===== config.mk =====
export PLATFORM = sky130hd
export DESIGN_NAME = eth_tx_ring
export DESIGN_NICKNAME = d
export VERILOG_FILES = /design/src/rtl/eth_tx_ring.sv
export SDC_FILE = /design/constraint.sdc
export NUM_CORES = 1
export LEC_CHECK = 0
export BUFFER_PORTS_ARGS = -buffer_cell sky130_fd_sc_hd__buf_2
export CAP_MARGIN = 5
export CORE_MARGIN = 2
export CORE_UTILIZATION = 50
export CTS_CLUSTER_DIAMETER = 60
export DETAILED_ROUTE_END_ITERATION = 8
export GPL_TIMING_DRIVEN = 0
export PLACE_DENSITY_LB_ADDON = 0.1
export SLEW_MARGIN = 25
export SYNTH_ARGS = -nofsm -noshare
export SYNTH_HDL_FRONTEND = slang
export SYNTH_SLANG_ARGS = --single-unit

===== constraint.sdc =====
create_clock -name clk -period 4.2 [get_ports clk]
set_clock_uncertainty 0.15 [all_clocks]
set_input_delay 0.21 -clock clk [delete_from_list [all_inputs] [get_ports clk]]
set_output_delay 0.21 -clock clk [all_outputs]
set_load 0.02 [all_outputs]

===== src/rtl/eth_tx_ring.sv =====
module eth_tx_ring #(
  parameter int NDESC     = 8,
  parameter int AW        = 12,
  parameter int LW        = 11,
  parameter int MIN_LEN   = 60,
  parameter int RETRY_MAX = 15,
  parameter logic [7:0] PAD_BYTE = 8'h88,
  localparam int IW = (NDESC > 1) ? $clog2(NDESC) : 1,
  localparam int PW = LW + 1
) (
  input  logic          clk,
  input  logic          rst_n,
  output logic [IW-1:0] desc_idx,
  input  logic [15:0]   desc_rd_status,
  input  logic [LW-1:0] desc_rd_len,
  input  logic [AW-1:0] desc_rd_ptr,
  output logic          desc_we,
  output logic [15:0]   desc_wr_status,
  output logic [AW-1:0] buf_addr,
  input  logic [7:0]    buf_data,
  output logic          tx_valid,
  output logic [7:0]    tx_data,
  output logic          tx_last,
  input  logic          ln_collide,
  input  logic          ln_late,
  input  logic          ln_underrun,
  input  logic          ln_defer,
  input  logic          ln_no_hb,
  input  logic          ln_crs_lost,
  input  logic          restart,
  input  logic          evt_wr,
  input  logic [15:0]   evt_wdata,
  input  logic [15:0]   evt_mask,
  output logic [15:0]   evt,
  output logic          irq,
  output logic          halted
);

  typedef enum logic [1:0] {S_IDLE, S_SEND, S_WB, S_HALT} state_t;

  state_t        state;
  logic [4:0]    d_ctl;
  logic [LW-1:0] d_len;
  logic [AW-1:0] d_ptr;
  logic [PW-1:0] pos;
  logic [3:0]    rtry;
  logic [31:0]   crc;
  logic          f_def, f_hb, f_lc, f_rl, f_un, f_csl;

  function automatic logic [31:0] crc_step(input logic [31:0] c, input logic [7:0] d);
    logic [31:0] r;
    r = c ^ {24'h0, d};
    for (int i = 0; i < 8; i++)
      r = r[0] ? ((r >> 1) ^ 32'hEDB88320) : (r >> 1);
    return r;
  endfunction

  logic          pad_en, wrap, tc_en, in_data, in_body, fatal;
  logic [PW-1:0] body_len, frame_end, fcs_off;
  logic [31:0]   fcs;
  logic          unused_bits;

  assign pad_en    = d_ctl[4];
  assign wrap      = d_ctl[3];
  assign tc_en     = d_ctl[0];
  assign body_len  = (pad_en && {1'b0, d_len} < PW'(MIN_LEN)) ? PW'(MIN_LEN) : {1'b0, d_len};
  assign frame_end = body_len + (tc_en ? PW'(4) : PW'(0)) - PW'(1);
  assign in_data   = pos < {1'b0, d_len};
  assign in_body   = pos < body_len;
  assign fcs_off   = pos - body_len;
  assign fcs       = ~crc;
  assign fatal     = f_lc | f_rl | f_un;
  assign unused_bits = ^desc_rd_status[9:0];

  assign buf_addr  = d_ptr + AW'(pos);
  assign tx_valid  = (state == S_SEND);
  assign tx_last   = tx_valid && (pos == frame_end);
  assign tx_data   = in_data ? buf_data : in_body ? PAD_BYTE : fcs[8*fcs_off[1:0] +: 8];

  assign desc_we        = (state == S_WB);
  assign desc_wr_status = {1'b0, d_ctl, f_def, f_hb, f_lc, f_rl, rtry, f_un, f_csl};
  assign halted         = (state == S_HALT);
  assign irq            = |(evt & evt_mask);

  always_ff @(posedge clk) begin
    if (!rst_n) begin
      state    <= S_IDLE;
      desc_idx <= '0;
      d_ctl    <= '0;
      d_len    <= '0;
      d_ptr    <= '0;
      pos      <= '0;
      rtry     <= '0;
      crc      <= '1;
      {f_def, f_hb, f_lc, f_rl, f_un, f_csl} <= '0;
    end else begin
      case (state)
        S_IDLE: if (desc_rd_status[15]) begin
          d_ctl <= desc_rd_status[14:10];
          d_len <= desc_rd_len;
          d_ptr <= desc_rd_ptr;
          pos   <= '0;
          rtry  <= '0;
          crc   <= '1;
          {f_def, f_hb, f_lc, f_rl, f_un, f_csl} <= '0;
          state <= S_SEND;
        end
        S_SEND: begin
          if (in_body) crc <= crc_step(crc, tx_data);
          if (tx_last) begin
            f_def <= f_def | ln_defer;
            f_hb  <= f_hb  | ln_no_hb;
            f_csl <= f_csl | ln_crs_lost;
            if (ln_late || ln_underrun) begin
              f_lc  <= ln_late;
              f_un  <= ln_underrun;
              state <= S_WB;
            end else if (ln_collide) begin
              if (rtry == 4'(RETRY_MAX)) begin
                f_rl  <= 1'b1;
                state <= S_WB;
              end else begin
                rtry <= rtry + 4'd1;
                pos  <= '0;
                crc  <= '1;
              end
            end else begin
              state <= S_WB;
            end
          end else begin
            pos <= pos + PW'(1);
          end
        end
        S_WB: begin
          desc_idx <= (wrap || desc_idx == IW'(NDESC - 1)) ? '0 : desc_idx + IW'(1);
          state    <= fatal ? S_HALT : S_IDLE;
        end
        default: if (restart) state <= S_IDLE;
      endcase
    end
  end

  logic [15:0] evt_set;
  assign evt_set = desc_we ? (fatal ? 16'h0010 : 16'h0002) : 16'h0000;

  always_ff @(posedge clk) begin
    if (!rst_n) evt <= '0;
    else        evt <= (evt & ~(evt_wr ? evt_wdata : 16'h0)) | evt_set;
  end

  a_r5_wb_follows_last: assert property (@(posedge clk) disable iff (!rst_n)
    desc_we |-> $past(tx_last));
  a_r6_idx_step: assert property (@(posedge clk) disable iff (!rst_n)
    desc_we |=> (desc_idx == '0 || desc_idx == $past(desc_idx) + IW'(1)));
  a_r9_halt_quiet: assert property (@(posedge clk) disable iff (!rst_n)
    (halted && !restart) |=> (halted && !tx_valid));
  a_r7_retry_monotonic: assert property (@(posedge clk) disable iff (!rst_n)
    (tx_valid && $past(tx_valid)) |-> rtry >= $past(rtry));
  a_r3_padded_min: assert property (@(posedge clk) disable iff (!rst_n)
    (tx_last && pad_en) |-> pos >= PW'(MIN_LEN - 1));
  a_r10_evt_known_bits: assert property (@(posedge clk) disable iff (!rst_n)
    (evt & 16'hFFED) == 16'h0);

endmodule


==> run summary, run 1 <==
• complete, but fails checks — result of the run
• setup timing — violations in the final reports
• yes — CTS tree
• flop — Worst Setup Start Kind
• 0 — drc violations
• 0 — count of nets left with antenna violations after detail routing
• 0 — endpoints failing hold
• 0 — remaining global-route overflow
• 34.8% — Max transition margin
• 3.99 nW — leakage power figure
• 0.857 — RePlAce Congestion
• 51.6% — initial core utilization
• 43.9% — proportion of total power due to net switching
• 0 — count of inserted antenna diode cells
• 1115 — Cell Count Post-Placement
• 103 — number of sinks on the clock net
• 0 — Max Transition Viols Final
• flop to flop — Worst Setup Path Type
• 4.46 ns — Critical Path AT
• 26.9% — GRT Util Overall
• 0.37 ns — clock latency of the later-clocked register in the worst-skew pair
• sky130_fd_sc_hd__dfxtp_1 — most instantiated flip-flop cell in the synthesis netlist
• 19.8 mm — Routed WL
• 0.971 ns — pin slew with the least headroom to its limit
• 0 — count of synthesis-stage warnings from yosys
• 6 — maximum net fanout on the critical path
• 0% — FFs w/ async S/R, synth
• 3.18 mW — Int Pwr
• 13.1 mm — post-detailed-placement half-perimeter wirelength
• 1176 — Nets
• 2 — number of buffers on the longest clock path
• 78 — number of distinct standard cells referenced by the synthesized netlist
• 0.431 mV — worst-case vdd ir drop
• 9 — CTS Buf Count
• 6561 — number of vias after detailed routing
• 1218 — Final Non-Filler Cells
• flop — nature of the critical path endpoint
• 33 — final setup violation count
• 149 — num ports
• sky130_fd_sc_hd__dfxtp_1 — Yosys top cell by area
• 31.1 mm — first-pass GRT wire length
• -0.508 ns — worst slack, placed
• 4.30 ns — data required time of the worst path
• -0.162 ns — final worst slack
• 0.08 ns — Clock Pin Slew Worst Setup and Hold Paths
• -2.50 ns — setup TNS
• 122 um — die height
• 14800 um^2 — Die Area
• true — setup repair after global routing missed its margin
• 8.60 um^2 — mean cell area of the mapped netlist
• 23 — maximum number of pins on one net before global-route repair
• 16.3 um — average wire per standard cell
• 21.5% — sequential group share of total power
• 3 — deepest level of the CTS H-tree
• 607 nW/um^2 — power density over the cells
• 104% — part of the cycle the worst path needs
• sky130_fd_sc_hd__clkbuf_16 — clock tree root buffer cell
• 0 — MaxCap Viol Count
• 6417 — vias in the first global route
• 103 — number of synthesized register bits
• 28.2% — fraction of layout instances using a drive strength above 1
• 42 — row count
• 229 MHz — timing-limited maximum frequency
• 122 um — overall die width
• 15.7% — power share of the clock group
• sky130_fd_sc_hd__nand2_1, sky130_fd_sc_hd__dfxtp_1, sky130_fd_sc_hd__a21oi_1 — leading cell types by count after synthesis
• 69.7% — post-route core utilization
• sky130_fd_sc_hd__nand2_1 — cell with the most instances after synthesis
• 2.49 mW — Sw Pwr
• sky130_fd_sc_hd__dfxtp_1, sky130_fd_sc_hd__ha_1, sky130_fd_sc_hd__xnor2_1, sky130_fd_sc_hd__a21oi_1, sky130_fd_sc_hd__nand2_1 — cells taking the most area after synthesis
• 34.9% — Layout Area Growth over Synthesis
• 0 — number of antenna violations at the first check in global routing
• 6920 um^2 — Cell Area, Synth
• 62.7% — combinational power share
• 309 — first-iteration detailed-routing DRC count
• 135 — buffers added on ports
• 4.36 ns — Min Clock Period, post-route
• 804 — number of instances in the synthesized netlist
• 5 — first-pass detailed-route iteration total
• 29.8% — sequential share of the synthesized area
• 13400 um^2 — core area
• 29.8% — area share of the largest cell type after synthesis
• input port to flop — class of the worst hold path
• 943 — number of nets produced by synthesis
• 5.39 — ratio of routed vias to standard cells
• 0 — Post-synth EDFFs
==> area by class of cell <==
cell class | instances | area [um^2]
Buffer | 45 | 279
Clock buffer | 9 | 225
Clock inverter | 7 | 96.3
Fill cell | 1088 | 4070
Inverter | 51 | 191
Multi-Input combinational cell | 603 | 4690
Sequential cell | 103 | 2070
Tap cell | 176 | 220
Timing Repair Buffer | 224 | 1560
==> state kept, by name, indices dropped and copies added, names as in the netlist, 2 cells and up <==
signal	cells
evt	16
rtry	4
crc	32
state	2
d_ctl	5
d_len	11
d_ptr	12
desc_idx	3
pos	12
==> worst paths after layout <==
path | start | end | slack [ns] | depth (start not counted)
worst max-delay path | d_len[6] | crc[21] | -0.16 | 18
worst min-delay path | ln_late | f_lc | 0.0005 | 3
worst max register to register | d_len[6] | crc[21] | -0.16 | 18
worst min register to register | evt[10] | evt[10] | 0.30 | 2
==> placed cells by master (no fill, tap or decap), drive strengths merged, types with 7 or more instances in the layout <==
cell	synthesis	routed
clkbuf	22	33
inv	49	53
nand2	111	111
xnor2	68	68
a31oi	7	7
xor2	32	32
a2bb2oi	10	10
dlygate4sd3	0	47
nor2	47	47
o22ai	14	14
ha	47	47
o21ai	24	24
a21oi	88	88
buf	25	198
nor3	13	13
nand3	17	17
dfxtp	103	103
mux2i	13	13
==> layer usage <==
layer / GRT usage [%] / up-vias / part of all wire, %
li1: - / 3241 / -
met1: 32.6 / 3078 / 43
met2: 47.5 / 207 / 49
met3: 5.43 / 35 / 5.2
met4: 9.05 / 0 / 2.2
met5: 0 / - / 0
==> metrics by stage <==
stage / power, mW / instance area [um^2] / hold slack, ns
2_1_floorplan: 3.52 / 6940 / 0.152
3_3_place_gp: 4.08 / 7830 / 0.234
3_5_place_dp: 4.10 / 7840 / 0.237
4_1_cts: 5.36 / 9050 / 0.00105
5_1_grt: 5.99 / 9330 / 0.0389
6_report: 5.66 / 9330 / 0.000462
==> worst max-delay path, cell delays in order, from the launching register on <==
cell	delay [ns]
sky130_fd_sc_hd__dfxtp_4	0.36
sky130_fd_sc_hd__nor4_4	0.30
sky130_fd_sc_hd__and2_4	0.22
sky130_fd_sc_hd__nand2_2	0.06
sky130_fd_sc_hd__and2_4	0.17
sky130_fd_sc_hd__ha_4	0.16
sky130_fd_sc_hd__fa_2	0.36
sky130_fd_sc_hd__a21o_1	0.21
sky130_fd_sc_hd__a2111o_1	0.38
sky130_fd_sc_hd__a21oi_2	0.19
sky130_fd_sc_hd__or3_1	0.15
sky130_fd_sc_hd__a211o_1	0.12
sky130_fd_sc_hd__nand4bb_4	0.19
sky130_fd_sc_hd__o31ai_4	0.09
sky130_fd_sc_hd__or3_1	0.40
sky130_fd_sc_hd__buf_6	0.16
sky130_fd_sc_hd__or2_1	0.22
sky130_fd_sc_hd__buf_6	0.14
sky130_fd_sc_hd__o22a_1	0.21
==> timing repair <==
item / 4_1_cts / 5_1_grt
cloned: 1 / 2
endpoints found under the hold margin: 47 / 0
hold buffers: 47 / 0
resized for setup: 34 / 37
endpoints found under the setup margin: 54 / 54
setup buffers: 31 / 10
pin swaps: 24 / 21
==> power by group through the flow <==
stage | Sequential, mW | Clock, mW | Combinational [mW]
global placement | 1.23 | 0 | 2.85
detailed placement | 1.23 | 0 | 2.86
CTS | 1.22 | 0.910 | 3.23
floorplan | 1.22 | 0 | 2.30
finish | 1.22 | 0.892 | 3.55
global route | 1.24 | 0.951 | 3.80
==> logic make-up after synthesis <==
kind of cell,synth area share (%)
AOI/OAI and AO/OA,19.4
xor gates and xnor gates,14.8
adders and majority gates,9.37
buffers and inverters,6.49
DFF,29.8
muxes,4.74
other,0.0542
and+or+nand+nor,15.3
Note: power is estimated with default switching activity, not from simulation.
==> run 2: changes to the inputs <==
--- a/config.mk
+++ b/config.mk
@@ -14,4 +14,5 @@
 export GPL_TIMING_DRIVEN = 0
 export PLACE_DENSITY_LB_ADDON = 0.1
+export SETUP_SLACK_MARGIN = 0.3
 export SLEW_MARGIN = 25
 export SYNTH_ARGS = -nofsm -noshare
==> constraint.sdc (replaced) <==
create_clock -name clk -period 4.2 [get_ports clk]
set_clock_uncertainty 0.15 [all_clocks]
set_input_delay 0.42 -clock clk [delete_from_list [all_inputs] [get_ports clk]]
set_output_delay 0.42 -clock clk [all_outputs]
set_load 0.02 [all_outputs]
==> run 2 against run 1 <==
The run still ends with setup timing left. Setup slack lost 0.046 ns. Utilization grew 0.86 points. Die area is the same. Sequential share of layout area shrank 0.23 points. Register-to-register slack lost 0.04 ns. Clock-buffer cell count grew 1. Maximum frequency shrank 1.0%. Critical endpoint is now tx_last. Via count shrank 0.37%.
==> run summary, run 2 (synthesized netlist as in run 1, its figures left out) <==
• 51.6% — initial core utilization
• 105% — part of the cycle the worst path needs
• 0.0680 ns — worst hold slack
• 3.63 ns — data required time of the worst path
• 14800 um^2 — Die Area
• 0 — count of nets left with antenna violations after detail routing
• 19 — maximum number of pins on one net before global-route repair
• crc[25] — worst reg2reg endpoint
• 5.94 mW — overall power of the completed layout
• -0.20 ns — setup slack, reg-to-reg
• 0 — remaining global-route overflow
• 3.34 mW — Int Pwr
• 3.84 ns — Critical Path AT
• 149 — num ports
• sky130_fd_sc_hd__buf_2 — commonest non-fill, non-tap cell in the layout
• 0.37 ns — clock latency of the later-clocked register in the worst-skew pair
• 31.6 mm — first-pass GRT wire length
• true — setup repair after global routing missed its margin
• 6537 — number of vias after detailed routing
• -0.208 ns — final worst slack
• 0.38 ns — slowest stage delay, CP
• 7890 um^2 — cell area reported after detailed placement
• 0.07 ns — Clock Pin Slew Worst Setup and Hold Paths
• 3 — deepest level of the CTS H-tree
• output pin — nature of the critical path endpoint
• 2 — number of buffers on the longest clock path
• nor4_4 > and2_4 > nand2_2 > and2_4 > ha_4 > fa_2 > a21o_1 > a2111o_1 > a21oi_2 > o31a_1 > mux2i_2 > nand4bb_4 > buf_6 > nor3_4 > buf_6 — cell breakdown of the critical path
• 227 MHz — timing-limited maximum frequency
• input port to flop — class of the worst hold path
• 27.3% — GRT Util Overall
• 0 — Max Transition Viols Final
• sky130_fd_sc_hd__clkbuf_16 — clock tree root buffer cell
• 42 — row count
• crc x32, evt x16 — largest registers in the final layout
• complete, but fails checks — result of the run
• 0 — endpoints failing hold
• 13400 um^2 — core area
• 0.838 — RePlAce Congestion
• evt[8] — hold worst-path end
• 0 — drc violations
• 4.41 ns — Min Clock Period, post-route
• 0 — MaxCap Viol Count
• 135 — buffers added on ports
• 17.0 um — average wire per standard cell
• 65.5% — combinational power share
• 35.8% — fraction of layout instances using a drive strength above 1
• -3.82 ns — setup TNS
• yes — CTS tree
• 19 — length in cells of the worst reg-to-reg path
• -0.476 ns — worst slack, placed
• 1.05 ns — pin slew with the least headroom to its limit
• setup timing — violations in the final reports
• 4 — maximum net fanout on the critical path
• 9 — CTS Buf Count
• flop to output pin — Worst Setup Path Type
• 629 nW/um^2 — power density over the cells
• evt_wdata[8] — launch instance of the worst min-delay path
• 0.432 mV — worst-case vdd ir drop
• 9450 um^2 — Layout Cell Area excl Fill
• d_len[9] — FF-to-FF Start
• sky130_fd_sc_hd__buf_2, sky130_fd_sc_hd__nand2_1, sky130_fd_sc_hd__dfxtp_1, sky130_fd_sc_hd__a21oi_1, sky130_fd_sc_hd__xnor2_1 — top library cells by usage in the layout, fill and taps aside
• 1149 — Nets
• 13.0 mm — post-detailed-placement half-perimeter wirelength
• 365 — first-iteration detailed-routing DRC count
• sky130_fd_sc_hd__a2111o_1 — Slowest-stage cell, CP
• 5.49 — ratio of routed vias to standard cells
• 43.8% — proportion of total power due to net switching
• 103 — number of sinks on the clock net
• 0 — number of antenna violations at the first check in global routing
• flop — Worst Setup Start Kind
• 5 — first-pass detailed-route iteration total
• 32 — number of flip-flops under the largest register name
• 36.6% — Layout Area Growth over Synthesis
• 6402 — vias in the first global route
• 122 um — die height
• 13.9% — power share of the clock group
• 3.99 nW — leakage power figure
• 0 — count of inserted antenna diode cells
• 20.2 mm — Routed WL
• 122 um — overall die width
• crc — Biggest register
• 20.7% — sequential group share of total power
• 2.60 mW — Sw Pwr
• 40 — final setup violation count
• 2 — Hold Path Stages
• 29.7% — Max transition margin
-- run 2: stage by stage --
stage	instances	util, %
after global routing	1191	70.5
after detailed placement	1115	58.9
after CTS	1181	68.1
after global placement	1115	58.8
after floorplan	804	-
final	1191	70.5
-- run 2: worst max-delay path, delay by kind of cell, from the launching register on --
kind	cells	cell delay [ns]
flops	1	0.36
simple gates	6	1.07
compound gates	4	0.95
mux	1	0.27
fa+ha+maj	2	0.50
buf+inv	2	0.31
-- run 2: layout make-up --
cell class / instances / area, um^2
Clock buffer: 10 / 229
Fill cell: 1075 / 3950
Tap cell: 176 / 220
Clock inverter: 6 / 55.1
Multi-Input combinational cell: 604 / 5010
Sequential cell: 103 / 2070
Buffer: 47 / 312
Inverter: 51 / 191
Timing Repair Buffer: 194 / 1360
-- run 2: power groups by stage --
stage / logic, mW / clock network (mW) / registers [mW]
6_report: 3.89 / 0.823 / 1.23
5_1_grt: 4.14 / 0.878 / 1.24
4_1_cts: 3.53 / 0.835 / 1.22
3_5_place_dp: 2.86 / 0 / 1.24
3_3_place_gp: 2.85 / 0 / 1.24
2_1_floorplan: 2.31 / 0 / 1.23
-- run 2: layer usage --
metal / GRT usage [%] / vias up / routed length, um
met5: 0 / - / 0
met4: 8.76 / 0 / 443
met3: 5.34 / 31 / 1200
met2: 46.9 / 233 / 9890
met1: 34.6 / 3066 / 8670
li1: - / 3207 / -
-- run 2: repair_timing --
action	4_1_cts	5_1_grt
pin swaps	46	26
buffers inserted	45	9
setup endpoints to repair	65	68
hold buffers	0	0
gates resized for setup	100	48
gates cloned	5	1
-- run 2: worst max path at each step --
stage	start	to
6_report	d_len[9]	tx_last
5_1_grt	d_len[9]	tx_last
4_1_cts	d_len[6]	tx_last
3_5_place_dp	d_len[10]	crc[26]
3_3_place_gp	d_len[10]	crc[26]
2_1_floorplan	d_len[9]	crc[17]
==> run 3: changes to the inputs <==
--- a/constraint.sdc
+++ b/constraint.sdc
@@ -3,3 +3,3 @@
 set_input_delay 0.42 -clock clk [delete_from_list [all_inputs] [get_ports clk]]
 set_output_delay 0.42 -clock clk [all_outputs]
-set_load 0.02 [all_outputs]
+set_load 0.1 [all_outputs]
==> run 3 against run 2 <==
Non-clock buffer count grew 5. Critical path type is now flop to flop. The run still ends with setup timing left. Via count up 3.7%. Global-route usage grew 1.5 points.
==> run summary, run 3 (synthesized netlist as in run 1, its figures left out) <==
• 7940 um^2 — cell area reported after detailed placement
• 70.0% — combinational power share
• 51.6% — initial core utilization
• 122 um — overall die width
• 0 — Max Transition Viols Final
• crc x32, evt x16 — largest registers in the final layout
• 18.5 um — average wire per standard cell
• 0 — MaxCap Viol Count
• 5.67 — ratio of routed vias to standard cells
• 0 — Hold-fix buffers, CTS
• d_len[6] — FF-to-FF Start
• 19 — maximum number of pins on one net before global-route repair
• -0.397 ns — worst slack, placed
• input port to flop — class of the worst hold path
• 12.6% — power share of the clock group
• flop — Worst Setup Start Kind
• 6777 — number of vias after detailed routing
• complete, but fails checks — result of the run
• 41.0% — Layout Area Growth over Synthesis
• 727 nW/um^2 — power density over the cells
• 0 — count of inserted antenna diode cells
• -0.26 ns — setup slack, reg-to-reg
• 4.10 nW — leakage power figure
• 22.1 mm — Routed WL
• 36.4% — fraction of layout instances using a drive strength above 1
• -0.258 ns — final worst slack
• 2 — number of buffers on the longest clock path
• 7.09 mW — overall power of the completed layout
• -4.20 ns — setup TNS
• 0.0698 ns — worst hold slack
• 13.1 mm — post-detailed-placement half-perimeter wirelength
• 122 um — die height
• 24.9% — Max transition margin
• 3.72 mW — Int Pwr
• 135 — buffers added on ports
• 1154 — Nets
• crc — Biggest register
• 17.4% — sequential group share of total power
• 0 — drc violations
• setup timing — violations in the final reports
• 0.36 ns — clock latency of the later-clocked register in the worst-skew pair
• 0.08 ns — Clock Pin Slew Worst Setup and Hold Paths
• 4.30 ns — data required time of the worst path
• evt_wdata[9] — launch instance of the worst min-delay path
• 5 — maximum net fanout on the critical path
• 1.13 ns — pin slew with the least headroom to its limit
• 224 MHz — timing-limited maximum frequency
• 6566 — vias in the first global route
• sky130_fd_sc_hd__buf_2 — commonest non-fill, non-tap cell in the layout
• 4.46 ns — Min Clock Period, post-route
• yes — CTS tree
• 103 — number of sinks on the clock net
• 9750 um^2 — Layout Cell Area excl Fill
• 0 — remaining global-route overflow
• 5 — first-pass detailed-route iteration total
• 14800 um^2 — Die Area
• 13400 um^2 — core area
• flop — nature of the critical path endpoint
• 3.37 mW — Sw Pwr
• true — setup repair after global routing missed its margin
• sky130_fd_sc_hd__buf_2, sky130_fd_sc_hd__nand2_1, sky130_fd_sc_hd__dfxtp_1, sky130_fd_sc_hd__a21oi_1 — top library cells by usage in the layout, fill and taps aside
• 42 — final setup violation count
• 0.642 mV — worst-case vdd ir drop
• 33.2 mm — first-pass GRT wire length
• 72.8% — post-route core utilization
• 989 — Fillers
• 1115 — Cell Count Post-Placement
• 0 — count of nets left with antenna violations after detail routing
• 106% — part of the cycle the worst path needs
• 42 — row count
• 9 — CTS Buf Count
• crc[16] — worst reg2reg endpoint
• 32 — number of flip-flops under the largest register name
• 3 — deepest level of the CTS H-tree
• 19 — length in cells of the worst reg-to-reg path
• crc[16] — timing endpoint of the critical path
• flop to flop — Worst Setup Path Type
• 149 — num ports
• 0.841 — RePlAce Congestion
• sky130_fd_sc_hd__clkbuf_16 — clock tree root buffer cell
• 375 — first-iteration detailed-routing DRC count
• 28.8% — GRT Util Overall
• 4.56 ns — Critical Path AT
• 0 — endpoints failing hold
• d_len[6] — first element of the critical path
• 1196 — Final Non-Filler Cells
• 0 — number of antenna violations at the first check in global routing
• 47.6% — proportion of total power due to net switching
[run 3: changes by cell type in the layout (fill, tap and decap cells not counted), moves of 3 or more]
cell	before	now
sky130_fd_sc_hd__a21oi_1	78	83
sky130_fd_sc_hd__a21oi_2	10	5
sky130_fd_sc_hd__buf_12	7	18
sky130_fd_sc_hd__inv_1	45	41
sky130_fd_sc_hd__xnor2_1	49	44
sky130_fd_sc_hd__xnor2_4	9	12
sky130_fd_sc_hd__xor2_4	0	4
[run 3: worst min-delay path by stage]
stage	end	slack [ns]	cells after the start
floorplan	f_csl	0.29	2
global placement	evt[15]	0.29	2
detailed placement	evt[15]	0.29	2
CTS	evt[15]	0.06	2
global route	evt[13]	0.07	2
finish	evt[9]	0.07	2
[run 3: layout make-up]
class / instances / area (um^2) / area share, %
Buffer: 47 / 305 / 3.13
Multi-Input combinational cell: 604 / 5120 / 52.5
Clock buffer: 10 / 239 / 2.45
Timing Repair Buffer: 199 / 1510 / 15.5
Inverter: 51 / 198 / 2.03
Sequential cell: 103 / 2080 / 21.3
Tap cell: 176 / 220 / 2.26
Clock inverter: 6 / 76.3 / 0.783
[run 3: worst max-delay path: stages, from the launching register on]
cell and delay [ns]:
sky130_fd_sc_hd__dfxtp_2 0.32, sky130_fd_sc_hd__buf_6 0.12, sky130_fd_sc_hd__nor4_4 0.29, sky130_fd_sc_hd__and2_4 0.22
sky130_fd_sc_hd__nand2_2 0.06, sky130_fd_sc_hd__and2_4 0.15, sky130_fd_sc_hd__buf_4 0.14, sky130_fd_sc_hd__ha_4 0.14
sky130_fd_sc_hd__inv_2 0.05, sky130_fd_sc_hd__fa_2 0.47, sky130_fd_sc_hd__buf_6 0.17, sky130_fd_sc_hd__mux4_2 0.49
sky130_fd_sc_hd__a31oi_4 0.18, sky130_fd_sc_hd__mux2i_2 0.12, sky130_fd_sc_hd__xnor2_2 0.26, sky130_fd_sc_hd__buf_4 0.21
sky130_fd_sc_hd__xor2_4 0.26, sky130_fd_sc_hd__xnor2_2 0.16, sky130_fd_sc_hd__xnor2_1 0.30, sky130_fd_sc_hd__a2bb2oi_2 0.09
[run 3: layer usage]
layer	GRT usage (%)	wire length, um	vias up
met4	13.8	1180	0
met5	0	0	-
met1	35.4	9090	3216
met2	48.9	10600	269
met3	5.10	1300	76
li1	-	-	3216
[run 3: power by group through the flow]
stage	combinational [mW]	sequential, mW	clock (mW)
CTS	4.27	1.22	0.898
global placement	3.39	1.24	0
floorplan	2.75	1.33	0
finish	4.96	1.23	0.890
detailed placement	3.40	1.24	0
global route	5.21	1.25	0.934
[run 3: timing repair]
item                       CTS  global route
buffers inserted            49            12
setup endpoints to repair   67            68
gates cloned                 4             0
gates resized for setup    134            44
hold endpoints to repair     0             0
pin swaps                   53            12
